==> src/rtl/exc_seq_pkg.sv <==
package exc_seq_pkg;
  localparam int unsigned XLEN        = 32;
  localparam int unsigned FRAME_WORDS = 8;
  localparam int unsigned GPR_WORDS   = 6;
  localparam int unsigned FRAME_BYTES = FRAME_WORDS * (XLEN / 8);
  localparam int unsigned STK_ERR_BIT = 4;

  localparam logic [XLEN-1:0] RET_HANDLER = 32'hFFFF_FFF1;
  localparam logic [XLEN-1:0] RET_THR_MSP = 32'hFFFF_FFF9;
  localparam logic [XLEN-1:0] RET_THR_PSP = 32'hFFFF_FFFD;

  typedef enum logic {ST_IDLE = 1'b0, ST_STACK = 1'b1} seq_st_e;

  // beat 0: PC, beat 1: PSR, beats 2..7: R0..R3,R12,LR from the frame base
  function automatic logic [4:0] beat_offset(input logic [2:0] k);
    if (k == 3'd0)      return 5'h18;
    else if (k == 3'd1) return 5'h1C;
    else                return {k - 3'd2, 2'b00};
  endfunction

  function automatic logic [XLEN-1:0] exc_return(input logic hmode, input logic psp);
    if (hmode)    return RET_HANDLER;
    else if (psp) return RET_THR_PSP;
    else          return RET_THR_MSP;
  endfunction
endpackage

==> src/rtl/exc_frame_gen.sv <==
module exc_frame_gen
  import exc_seq_pkg::*;
(
  input  logic                            clk_i,
  input  logic                            rst_ni,
  input  logic                            load_i,
  input  logic                            fire_i,
  input  logic [XLEN-1:0]                 pc_i,
  input  logic [XLEN-1:0]                 psr_i,
  input  logic [XLEN-1:0]                 base_i,
  input  logic [GPR_WORDS-1:0][XLEN-1:0]  gpr_i,
  output logic [XLEN-1:0]                 addr_o,
  output logic [XLEN-1:0]                 data_o,
  output logic [XLEN-1:0]                 base_o,
  output logic                            done_o
);
  localparam int unsigned CW = $clog2(FRAME_WORDS + 1);
  localparam int unsigned IW = $clog2(FRAME_WORDS);

  logic [CW-1:0]                cnt_q;
  logic [XLEN-1:0]              pc_q, psr_q, base_q;
  logic [GPR_WORDS-1:0][XLEN-1:0] gpr_q;
  logic [IW-1:0]                idx;

  always_ff @(posedge clk_i or negedge rst_ni) begin
    if (!rst_ni) begin
      cnt_q  <= CW'(FRAME_WORDS);
      pc_q   <= '0;
      psr_q  <= '0;
      base_q <= '0;
      gpr_q  <= '0;
    end else if (load_i) begin
      cnt_q  <= '0;
      pc_q   <= pc_i;
      psr_q  <= psr_i;
      base_q <= base_i;
      gpr_q  <= gpr_i;
    end else if (fire_i && !done_o) begin
      cnt_q  <= cnt_q + CW'(1);
    end
  end

  assign idx    = cnt_q[IW-1:0];
  assign done_o = (cnt_q == CW'(FRAME_WORDS));
  assign base_o = base_q;
  assign addr_o = base_q + XLEN'(beat_offset(idx));

  always_comb begin
    unique case (idx)
      IW'(0):  data_o = pc_q;
      IW'(1):  data_o = psr_q;
      default: data_o = gpr_q[idx - IW'(2)];
    endcase
  end
endmodule

==> src/rtl/exc_vec_fetch.sv <==
module exc_vec_fetch
  import exc_seq_pkg::*;
(
  input  logic            clk_i,
  input  logic            rst_ni,
  input  logic            start_i,
  input  logic [XLEN-1:0] start_addr_i,
  input  logic            retarget_i,
  input  logic [XLEN-1:0] retarget_addr_i,
  input  logic            abort_i,
  output logic            rd_valid_o,
  output logic [XLEN-1:0] rd_addr_o,
  input  logic            rd_ready_i,
  input  logic [XLEN-1:0] rd_data_i,
  output logic            pending_o,
  output logic [XLEN-1:0] vector_o
);
  logic            need_q;
  logic [XLEN-1:0] addr_q, vec_q;

  always_ff @(posedge clk_i or negedge rst_ni) begin
    if (!rst_ni) begin
      need_q <= 1'b0;
      addr_q <= '0;
      vec_q  <= '0;
    end else if (abort_i) begin
      need_q <= 1'b0;
    end else if (start_i) begin
      need_q <= 1'b1;
      addr_q <= start_addr_i;
    end else if (retarget_i) begin
      // a late winner discards any read completing in the same cycle
      need_q <= 1'b1;
      addr_q <= retarget_addr_i;
    end else if (need_q && rd_ready_i) begin
      need_q <= 1'b0;
      vec_q  <= rd_data_i;
    end
  end

  assign rd_valid_o = need_q;
  assign rd_addr_o  = addr_q;
  assign pending_o  = need_q;
  assign vector_o   = vec_q;
endmodule

==> src/rtl/exc_entry_seq.sv <==
module exc_entry_seq
  import exc_seq_pkg::*;
#(
  parameter int unsigned NUM_W = 9
) (
  input  logic                           clk_i,
  input  logic                           rst_ni,
  input  logic                           req_valid_i,
  output logic                           req_ready_o,
  input  logic [NUM_W-1:0]               req_num_i,
  input  logic [XLEN-1:0]                req_vec_addr_i,
  input  logic                           late_valid_i,
  input  logic [NUM_W-1:0]               late_num_i,
  input  logic [XLEN-1:0]                late_vec_addr_i,
  input  logic                           handler_mode_i,
  input  logic                           psp_active_i,
  input  logic [XLEN-1:0]                msp_i,
  input  logic [XLEN-1:0]                psp_i,
  input  logic [XLEN-1:0]                pc_i,
  input  logic [XLEN-1:0]                psr_i,
  input  logic [GPR_WORDS-1:0][XLEN-1:0] gpr_i,
  output logic                           sw_valid_o,
  output logic [XLEN-1:0]                sw_addr_o,
  output logic [XLEN-1:0]                sw_data_o,
  input  logic                           sw_ready_i,
  input  logic                           sw_err_i,
  input  logic                           sw_mpu_i,
  output logic                           vr_valid_o,
  output logic [XLEN-1:0]                vr_addr_o,
  input  logic                           vr_ready_i,
  input  logic [XLEN-1:0]                vr_rdata_i,
  output logic                           upd_valid_o,
  output logic [NUM_W-1:0]               upd_num_o,
  output logic [XLEN-1:0]                upd_pc_o,
  output logic [XLEN-1:0]                upd_sp_o,
  output logic                           upd_sp_psp_o,
  output logic [XLEN-1:0]                upd_lr_o,
  output logic                           fault_o,
  output logic [7:0]                     bf_status_o,
  output logic [7:0]                     mm_status_o
);
  seq_st_e          st_q, st_d;
  logic [NUM_W-1:0] num_q;
  logic             hmode_q, psp_q;
  logic             accept, stacking, beat_fire, abort, late_take, finish;
  logic             fr_done, vf_pending, use_psp;
  logic [XLEN-1:0]  sp_sel, frame_base;

  assign use_psp    = psp_active_i && !handler_mode_i;
  assign sp_sel     = use_psp ? psp_i : msp_i;
  assign frame_base = sp_sel - XLEN'(FRAME_BYTES);

  assign accept    = (st_q == ST_IDLE) && req_valid_i;
  assign stacking  = (st_q == ST_STACK) && !fr_done;
  assign beat_fire = stacking && sw_ready_i;
  assign abort     = beat_fire && sw_err_i;
  assign late_take = stacking && late_valid_i && !abort;
  assign finish    = (st_q == ST_STACK) && fr_done && !vf_pending;

  always_comb begin
    st_d = st_q;
    if (accept)               st_d = ST_STACK;
    else if (abort || finish) st_d = ST_IDLE;
  end

  always_ff @(posedge clk_i or negedge rst_ni) begin
    if (!rst_ni) begin
      st_q    <= ST_IDLE;
      num_q   <= '0;
      hmode_q <= 1'b0;
      psp_q   <= 1'b0;
    end else begin
      st_q <= st_d;
      if (accept) begin
        num_q   <= req_num_i;
        hmode_q <= handler_mode_i;
        psp_q   <= use_psp;
      end else if (late_take) begin
        num_q   <= late_num_i;
      end
    end
  end

  exc_frame_gen i_frame (
    .clk_i  (clk_i),
    .rst_ni (rst_ni),
    .load_i (accept),
    .fire_i (beat_fire),
    .pc_i   (pc_i),
    .psr_i  (psr_i),
    .base_i (frame_base),
    .gpr_i  (gpr_i),
    .addr_o (sw_addr_o),
    .data_o (sw_data_o),
    .base_o (upd_sp_o),
    .done_o (fr_done)
  );

  exc_vec_fetch i_vfetch (
    .clk_i           (clk_i),
    .rst_ni          (rst_ni),
    .start_i         (accept),
    .start_addr_i    (req_vec_addr_i),
    .retarget_i      (late_take),
    .retarget_addr_i (late_vec_addr_i),
    .abort_i         (abort),
    .rd_valid_o      (vr_valid_o),
    .rd_addr_o       (vr_addr_o),
    .rd_ready_i      (vr_ready_i),
    .rd_data_i       (vr_rdata_i),
    .pending_o       (vf_pending),
    .vector_o        (upd_pc_o)
  );

  assign req_ready_o  = (st_q == ST_IDLE);
  assign sw_valid_o   = stacking;
  assign upd_valid_o  = finish;
  assign upd_num_o    = num_q;
  assign upd_sp_psp_o = psp_q;
  assign upd_lr_o     = exc_return(hmode_q, psp_q);
  assign fault_o      = abort;

  always_comb begin
    bf_status_o = '0;
    mm_status_o = '0;
    bf_status_o[STK_ERR_BIT] = abort && !sw_mpu_i;
    mm_status_o[STK_ERR_BIT] = abort && sw_mpu_i;
  end
endmodule

==> config.mk <==
export PLATFORM = sky130hd
export DESIGN_NAME = exc_entry_seq
export DESIGN_NICKNAME = d
export VERILOG_FILES = /design/src/rtl/exc_seq_pkg.sv /design/src/rtl/exc_frame_gen.sv /design/src/rtl/exc_vec_fetch.sv /design/src/rtl/exc_entry_seq.sv
export SDC_FILE = /design/constraint.sdc
export NUM_CORES = 1
export LEC_CHECK = 0
export CAP_MARGIN = 0
export CORE_AREA = 2 2 259 261
export CTS_CLUSTER_SIZE = 8
export DETAILED_ROUTE_END_ITERATION = 16
export DIE_AREA = 0 0 261 263
export DONT_BUFFER_PORTS = 1
export HOLD_SLACK_MARGIN = 0.08
export SYNTH_ARGS = -nofsm -noshare
export SYNTH_HDL_FRONTEND = slang
export SYNTH_HIERARCHICAL = 1
export SYNTH_SLANG_ARGS = --single-unit
==> constraint.sdc <==
create_clock -name clk_i -period 7.5 [get_ports clk_i]
set_input_delay 1.125 -clock clk_i [delete_from_list [all_inputs] [get_ports clk_i]]
set_output_delay 1.125 -clock clk_i [all_outputs]
set_load 0.01 [all_outputs]
==> results of run 1 <==
[cell usage in the layout (no fill, tap or decap), types with 4 or more instances in the layout]
cell,synthesis,routed
inv_2,4,4
diode_2,0,8
nand3_1,15,15
nor2_1,41,41
mux2_1,7,7
mux2i_1,107,107
dfrtp_1,368,366
ha_1,8,8
o21ai_0,43,43
and2_1,4,4
nand2_1,79,79
buf_4,49,6
mux2_4,30,30
o21ai_1,37,37
a222oi_1,32,32
or3_1,10,10
xor2_1,27,27
nand4_1,18,18
inv_1,14,13
mux2_2,285,285
nor4_1,7,7
mux4_2,32,32
conb_1,2,44
nor4_2,5,5
a21oi_1,6,6
clkbuf_16,0,53
xnor2_1,29,29
nor3_1,7,7
nand2b_1,5,4
[critical path: stages (launching register included)]
cell      delay, ps
dfrtp_4         920
ha_1            280
nor2b_4         840
or3_1           280
inv_2            60
fa_1            420
nand2b_1        190
a21o_1          430
nor4_2          360
xor2_1          300
[report_power, final]
group	switching [W]	internal (W)
sequential	0.000925	0.00301
clock	0.000850	0.00126
combinational	0.00170	0.00160
[stage by stage]
step | total power, W | setup WS (ps) | hold slack (ps) | utilization
after floorplan | 0.006226 | 3206 | 457.0 | -
after global placement | 0.007178 | 2257 | 474.1 | 0.2871
after detailed placement | 0.007310 | 2188 | 475.6 | 0.2871
after CTS | 0.009493 | 1535 | 198.0 | 0.3086
after global routing | 0.009910 | 1453 | 225.2 | 0.3089
final | 0.009353 | 1687 | 263.0 | 0.3089
[cells by family after synthesis]
group | Yosys count
AO/OA/AOI/OAI | 132
XOR/XNOR | 56
adder cells (fa/ha/maj) | 9
buffers and inverters | 153
flip-flops | 369
multiplexers | 461
other | 2
AND/OR/NAND/NOR | 218
[state kept, by name, summed over array words and instances, names as in the netlist, 4 cells and up]
| signal | flops |
|---|---|
| i_frame/gpr_q | 192 |
| i_frame/base_o | 32 |
| i_frame/pc_q | 32 |
| i_frame/psr_q | 32 |
| i_vfetch/rd_addr_o | 32 |
| i_vfetch/vector_o | 32 |
| upd_num_o | 9 |
| i_frame/cnt_q | 4 |
[final timing paths]
path	startpoint	endpoint	slack [ps]	cells after the start
worst min register to register	i_frame/pc_q[5]	i_frame/pc_q[5]	490	1
worst min-delay path	rst_ni	i_frame/gpr_q[135]	260	0
worst max register to register	i_frame/cnt_q[0]	i_vfetch/vector_o[17]	3270	10
min in group clk_i	i_frame/pc_q[5]	i_frame/pc_q[5]	490	1
worst max-delay path	i_frame/cnt_q[0]	sw_addr_o[26]	1690	9
max in group asynchronous	rst_ni	i_frame/cnt_q[0]	6350	0
[layout make-up]
cell class              count  area share
diodes                      8   0.0009874
repair buffers              8    0.004197
clock buffers              57     0.06714
clock inverters             5    0.002530
inverters                  18    0.003703
well taps                 864     0.05332
multi-input cells         920      0.4124
flip-flops and latches    369      0.4558
[metal layers]
layer	vias to the layer above	GRT usage	wire length (microns)
li1	4916	-	-
met1	5864	0.1991	22790
met2	549	0.2491	26320
met3	125	0.05007	5149
met4	28	0.05605	1608
met5	-	0	161
==> results.json, run 1 <==
{
  "outcome": "completed",
  "p_per_area_nw_per_um2": 461.3,
  "cts_tree": "yes",
  "leakage_nw": 8.260,
  "cts_resized": 0,
  "cts_buffers": 53,
  "drive_above_1_share": 0.3217,
  "critPathKind": "reg2out",
  "yosysTopAreaCellShare": 0.5038,
  "grt_max_degree": 370,
  "clock_skew_ps": 16.05,
  "initial_core_util": 0.2785,
  "rows": 94,
  "ys_async_sr_fraction": 1.000,
  "antenna_found_initial": 30,
  "synth_top_family_by_area": "multiplexers",
  "max_freq_ghz": 0.1720,
  "period_needed_ps": 5813,
  "cts.clk_slew.worst_paths_ps": 50,
  "slew_viol_final": 0,
  "first_global_vias": 11890,
  "core-area_sq_um": 65630,
  "end_kind": "output port",
  "fin_tns_setup_ps": 0,
  "synthMuxAreaShare": 0.3025,
  "drt-total-wl_microns": 56040,
  "synth-edff-count": 0,
  "fillCellCount": 6600,
  "synth.ff_latch_count": 369,
  "ant_nets": 0,
  "yosysMostFrequentCell": "dfrtp_1",
  "io_buffers": 0,
  "worstPathRequired_ps": 6380,
  "synth_xor_area_frac": 0.02683,
  "cp_max_fo": 35,
  "netlist_area_sq_um": 18280,
  "synth_fa_ha_area_frac": 0.006571,
  "ctsHoldBuffers": 0,
  "yosysUniqueCellTypes": 60,
  "io_pins": 667,
  "max_cap_viol_count": 0,
  "synthCells": 1400,
  "vias": 11480,
  "cts.path.max_buffers": 3,
  "hold_violations": 0,
  "post_cts_buffers": 0,
  "synth_top_flop_cell": "dfrtp_1",
  "die_x_microns": 261,
  "max-slew-margin-rel": 0.1948,
  "numClockSinks": 369,
  "grt_pass1_wl_microns": 80140,
  "synthTopCellsByArea": "dfrtp_1, mux2_2, mux2i_1",
  "fin_nets": 1823,
  "finish.instance_area_sq_um": 20270,
  "htreeDepth": 2,
  "die_area_sq_um": 68640,
  "start_kind": "flip-flop",
  "post_dp_cell_area_sq_um": 18840,
  "postSynthAreaPerCell_sq_um": 13.06,
  "synth_top_area_cell": "dfrtp_1",
  "grt_util_all_layers": 0.1567,
  "hp-class": "in2async",
  "grt_setup_unrepaired": "false",
  "ys.warnings.count": 6,
  "vias_per_cell": 5.105,
  "synth_seq_area_share": 0.5052,
  "place_inst": 2179,
  "multi_input_area_sq_um": 8361,
  "synth-compound-area-share": 0.04860,
  "yosys.area_share.simple": 0.06174,
  "drt_iter0_markers": 953,
  "dr.pass1.iters": 6,
  "syn_to_final_growth_pct": 10.91,
  "post-route-drc-count": 0,
  "synth_common_cells": "dfrtp_1, mux2_2, mux2i_1",
  "min_period_over_period": 0.7750,
  "worstPathArrival_ps": 4690,
  "regArea_sq_um": 9240,
  "worst_pin_slew_ps": 1205,
  "setup_viol": 0,
  "fin_cells": 2249,
  "routedWlPerCell_microns": 24.92,
  "vdd_ir_drop_max_mv": 0.2026,
  "chipHeight_microns": 263,
  "dpl.hpwl_microns": 41550,
  "clk-insertion-delay-late_ps": 580,
  "globalRouteOverflowTotal": 0,
  "gp_routability_congestion": 0.8741,
  "root_buffer": "clkbuf_16"
}
Power figures use the tool's default switching activity.
==> run 2: changes to the inputs <==
Clock period 7.5 ns to 4.7 ns, I/O delays scaled along.
==> run 2 against run 1 <==
The run now ends with hold timing, slew limit left; via count up 0.35%; die area stayed put; non-clock buffer count is 8 higher; first-iteration DRC count is 14% higher; global-route usage grew 0.25 points; core utilization grew 0.19 points; design area increased by 0.62%; critical path type unchanged; highest routed layer unchanged.
==> results.json, run 2 (same netlist as run 1, synthesis figures left out) <==
{
  "initial_core_util": 0.2785,
  "fin_ws_ps": 380.4,
  "syn_to_final_growth_pct": 11.60,
  "die_area_sq_um": 68640,
  "dpl.hpwl_microns": 41950,
  "root_buffer": "clkbuf_16",
  "final_cell_mix": "dfrtp_1, mux2_2, mux2i_1",
  "worstPathRequired_ps": 3990,
  "fillCellCount": 6575,
  "layout_commonest_cell": "dfrtp_1",
  "worst_pin_slew_ps": 1924,
  "antenna_found_initial": 33,
  "hp-class": "in2async",
  "grt_pass1_wl_microns": 81920,
  "largest_register_ffs": 192,
  "gp_routability_congestion": 0.8739,
  "end_kind": "output port",
  "setup_viol": 0,
  "grt_max_degree": 370,
  "outcome": "complete, but fails checks",
  "first_global_vias": 12280,
  "critPathKind": "reg2out",
  "cts_resized": 0,
  "min_period_over_period": 0.9191,
  "dr.pass1.iters": 7,
  "cp_max_fo": 34,
  "routedWlPerCell_microns": 24.89,
  "slowest_stage": "dfrtp_4",
  "regArea_sq_um": 9240,
  "period_needed_ps": 4320,
  "vias": 11520,
  "largest-register": "i_frame/gpr_q",
  "post_cts_buffers": 0,
  "htreeDepth": 2,
  "die_x_microns": 261,
  "io_buffers": 0,
  "place_ws_ps": 975.8,
  "violations": "hold timing, slew limit",
  "max-slew-margin-rel": -0.2826,
  "cp_slowest_stage_delay_ps": 440,
  "multi_input_area_sq_um": 8361,
  "r2r_slack_ps": 1070,
  "fin_nets": 1831,
  "ant_nets": 0,
  "worstPathArrival_ps": 3610,
  "clock_skew_ps": 23.62,
  "cts_buffers": 53,
  "slew_viol_final": 140,
  "io_pins": 667,
  "rows": 94,
  "vias_per_cell": 5.076,
  "post-route-drc-count": 0,
  "drt_iter0_markers": 1082,
  "chipHeight_microns": 263,
  "path_buf_inv": 4,
  "cts.path.max_buffers": 3,
  "drive_above_1_share": 0.3235,
  "finalPower_w": 0.01502,
  "path_delay_family": "simple AND/OR/NAND/NOR gates",
  "crit_chain": "inv_2 -> ha_1 -> nor2b_4 -> buf_4 -> nor3b_4 -> inv_2 -> ha_1 -> nand2b_1 -> a21o_1 -> nor4_2 -> xor2_1 -> buf_4",
  "numClockSinks": 369,
  "p_per_area_nw_per_um2": 736.1,
  "grt_util_all_layers": 0.1591,
  "drt-total-wl_microns": 56500,
  "start_kind": "flip-flop",
  "grt_setup_unrepaired": "false",
  "vdd_ir_drop_max_mv": 0.3689,
  "max_freq_ghz": 0.2315,
  "fin_tns_setup_ps": 0,
  "max_cap_viol_count": 0,
  "globalRouteOverflowTotal": 0,
  "leakage_nw": 8.307,
  "hold_ws_ps": -160.1,
  "hold_violations": 105,
  "cts.clk_slew.worst_paths_ps": 60,
  "clk-insertion-delay-late_ps": 590,
  "cts_tree": "yes",
  "core-area_sq_um": 65630
}
-- run 2: cell count changes in the layout (fill, tap and decap cells not counted), sizes merged --
cell	previous run	this run
buf	8	16
diode	8	18
inv	21	19
clkbuf	57	61
clkinv	2	3
-- run 2: layout make-up --
| type | count | area share |
|---|---|---|
| tap | 864 | 0.05299 |
| antenna | 18 | 0.002208 |
| inverter | 18 | 0.003680 |
| sequential | 369 | 0.4529 |
| clock buffer | 61 | 0.06697 |
| multi-input combinational | 920 | 0.4098 |
| clock inverter | 4 | 0.003680 |
| timing repair buffer | 16 | 0.007728 |
-- run 2: path summary, 6_finish.rpt --
path / from / end / depth (start not counted)
worst max-delay path: i_frame/cnt_q[0] / sw_addr_o[26] / 12
worst max register to register: i_frame/cnt_q[0] / i_vfetch/vector_o[28] / 10
max in group asynchronous: rst_ni / i_frame/cnt_q[0] / 0
worst min register to register: i_frame/pc_q[4] / i_frame/pc_q[4] / 1
worst min-delay path: rst_ni / i_frame/gpr_q[143] / 0
min in group clk_i: vr_ready_i / i_vfetch/pending_o / 1
-- run 2: where the power goes --
group	internal, W	total, W	leakage (nW)	switching (W)
Combinational	0.00261	0.00540	3.23	0.00279
Sequential	0.00481	0.00621	4.37	0.00141
Clock	0.00202	0.00340	0.701	0.00138
-- run 2: stage by stage --
step / cells / cell area [sq um] / util
2_1_floorplan: 1442 / 18440 / -
3_3_place_gp: 2187 / 18910 / 0.2882
3_5_place_dp: 2187 / 18910 / 0.2882
4_1_cts: 2252 / 20360 / 0.3102
5_1_grt: 2267 / 20390 / 0.3107
6_report: 2270 / 20400 / 0.3109
-- run 2: routing by layer --
layer | global-route usage | wire (microns) | vias up
li1 | - | - | 4958
met1 | 0.2061 | 23430 | 5849
met2 | 0.2531 | 26380 | 575
met3 | 0.04121 | 4622 | 126
met4 | 0.06250 | 1984 | 14
met5 | 0 | 80 | -
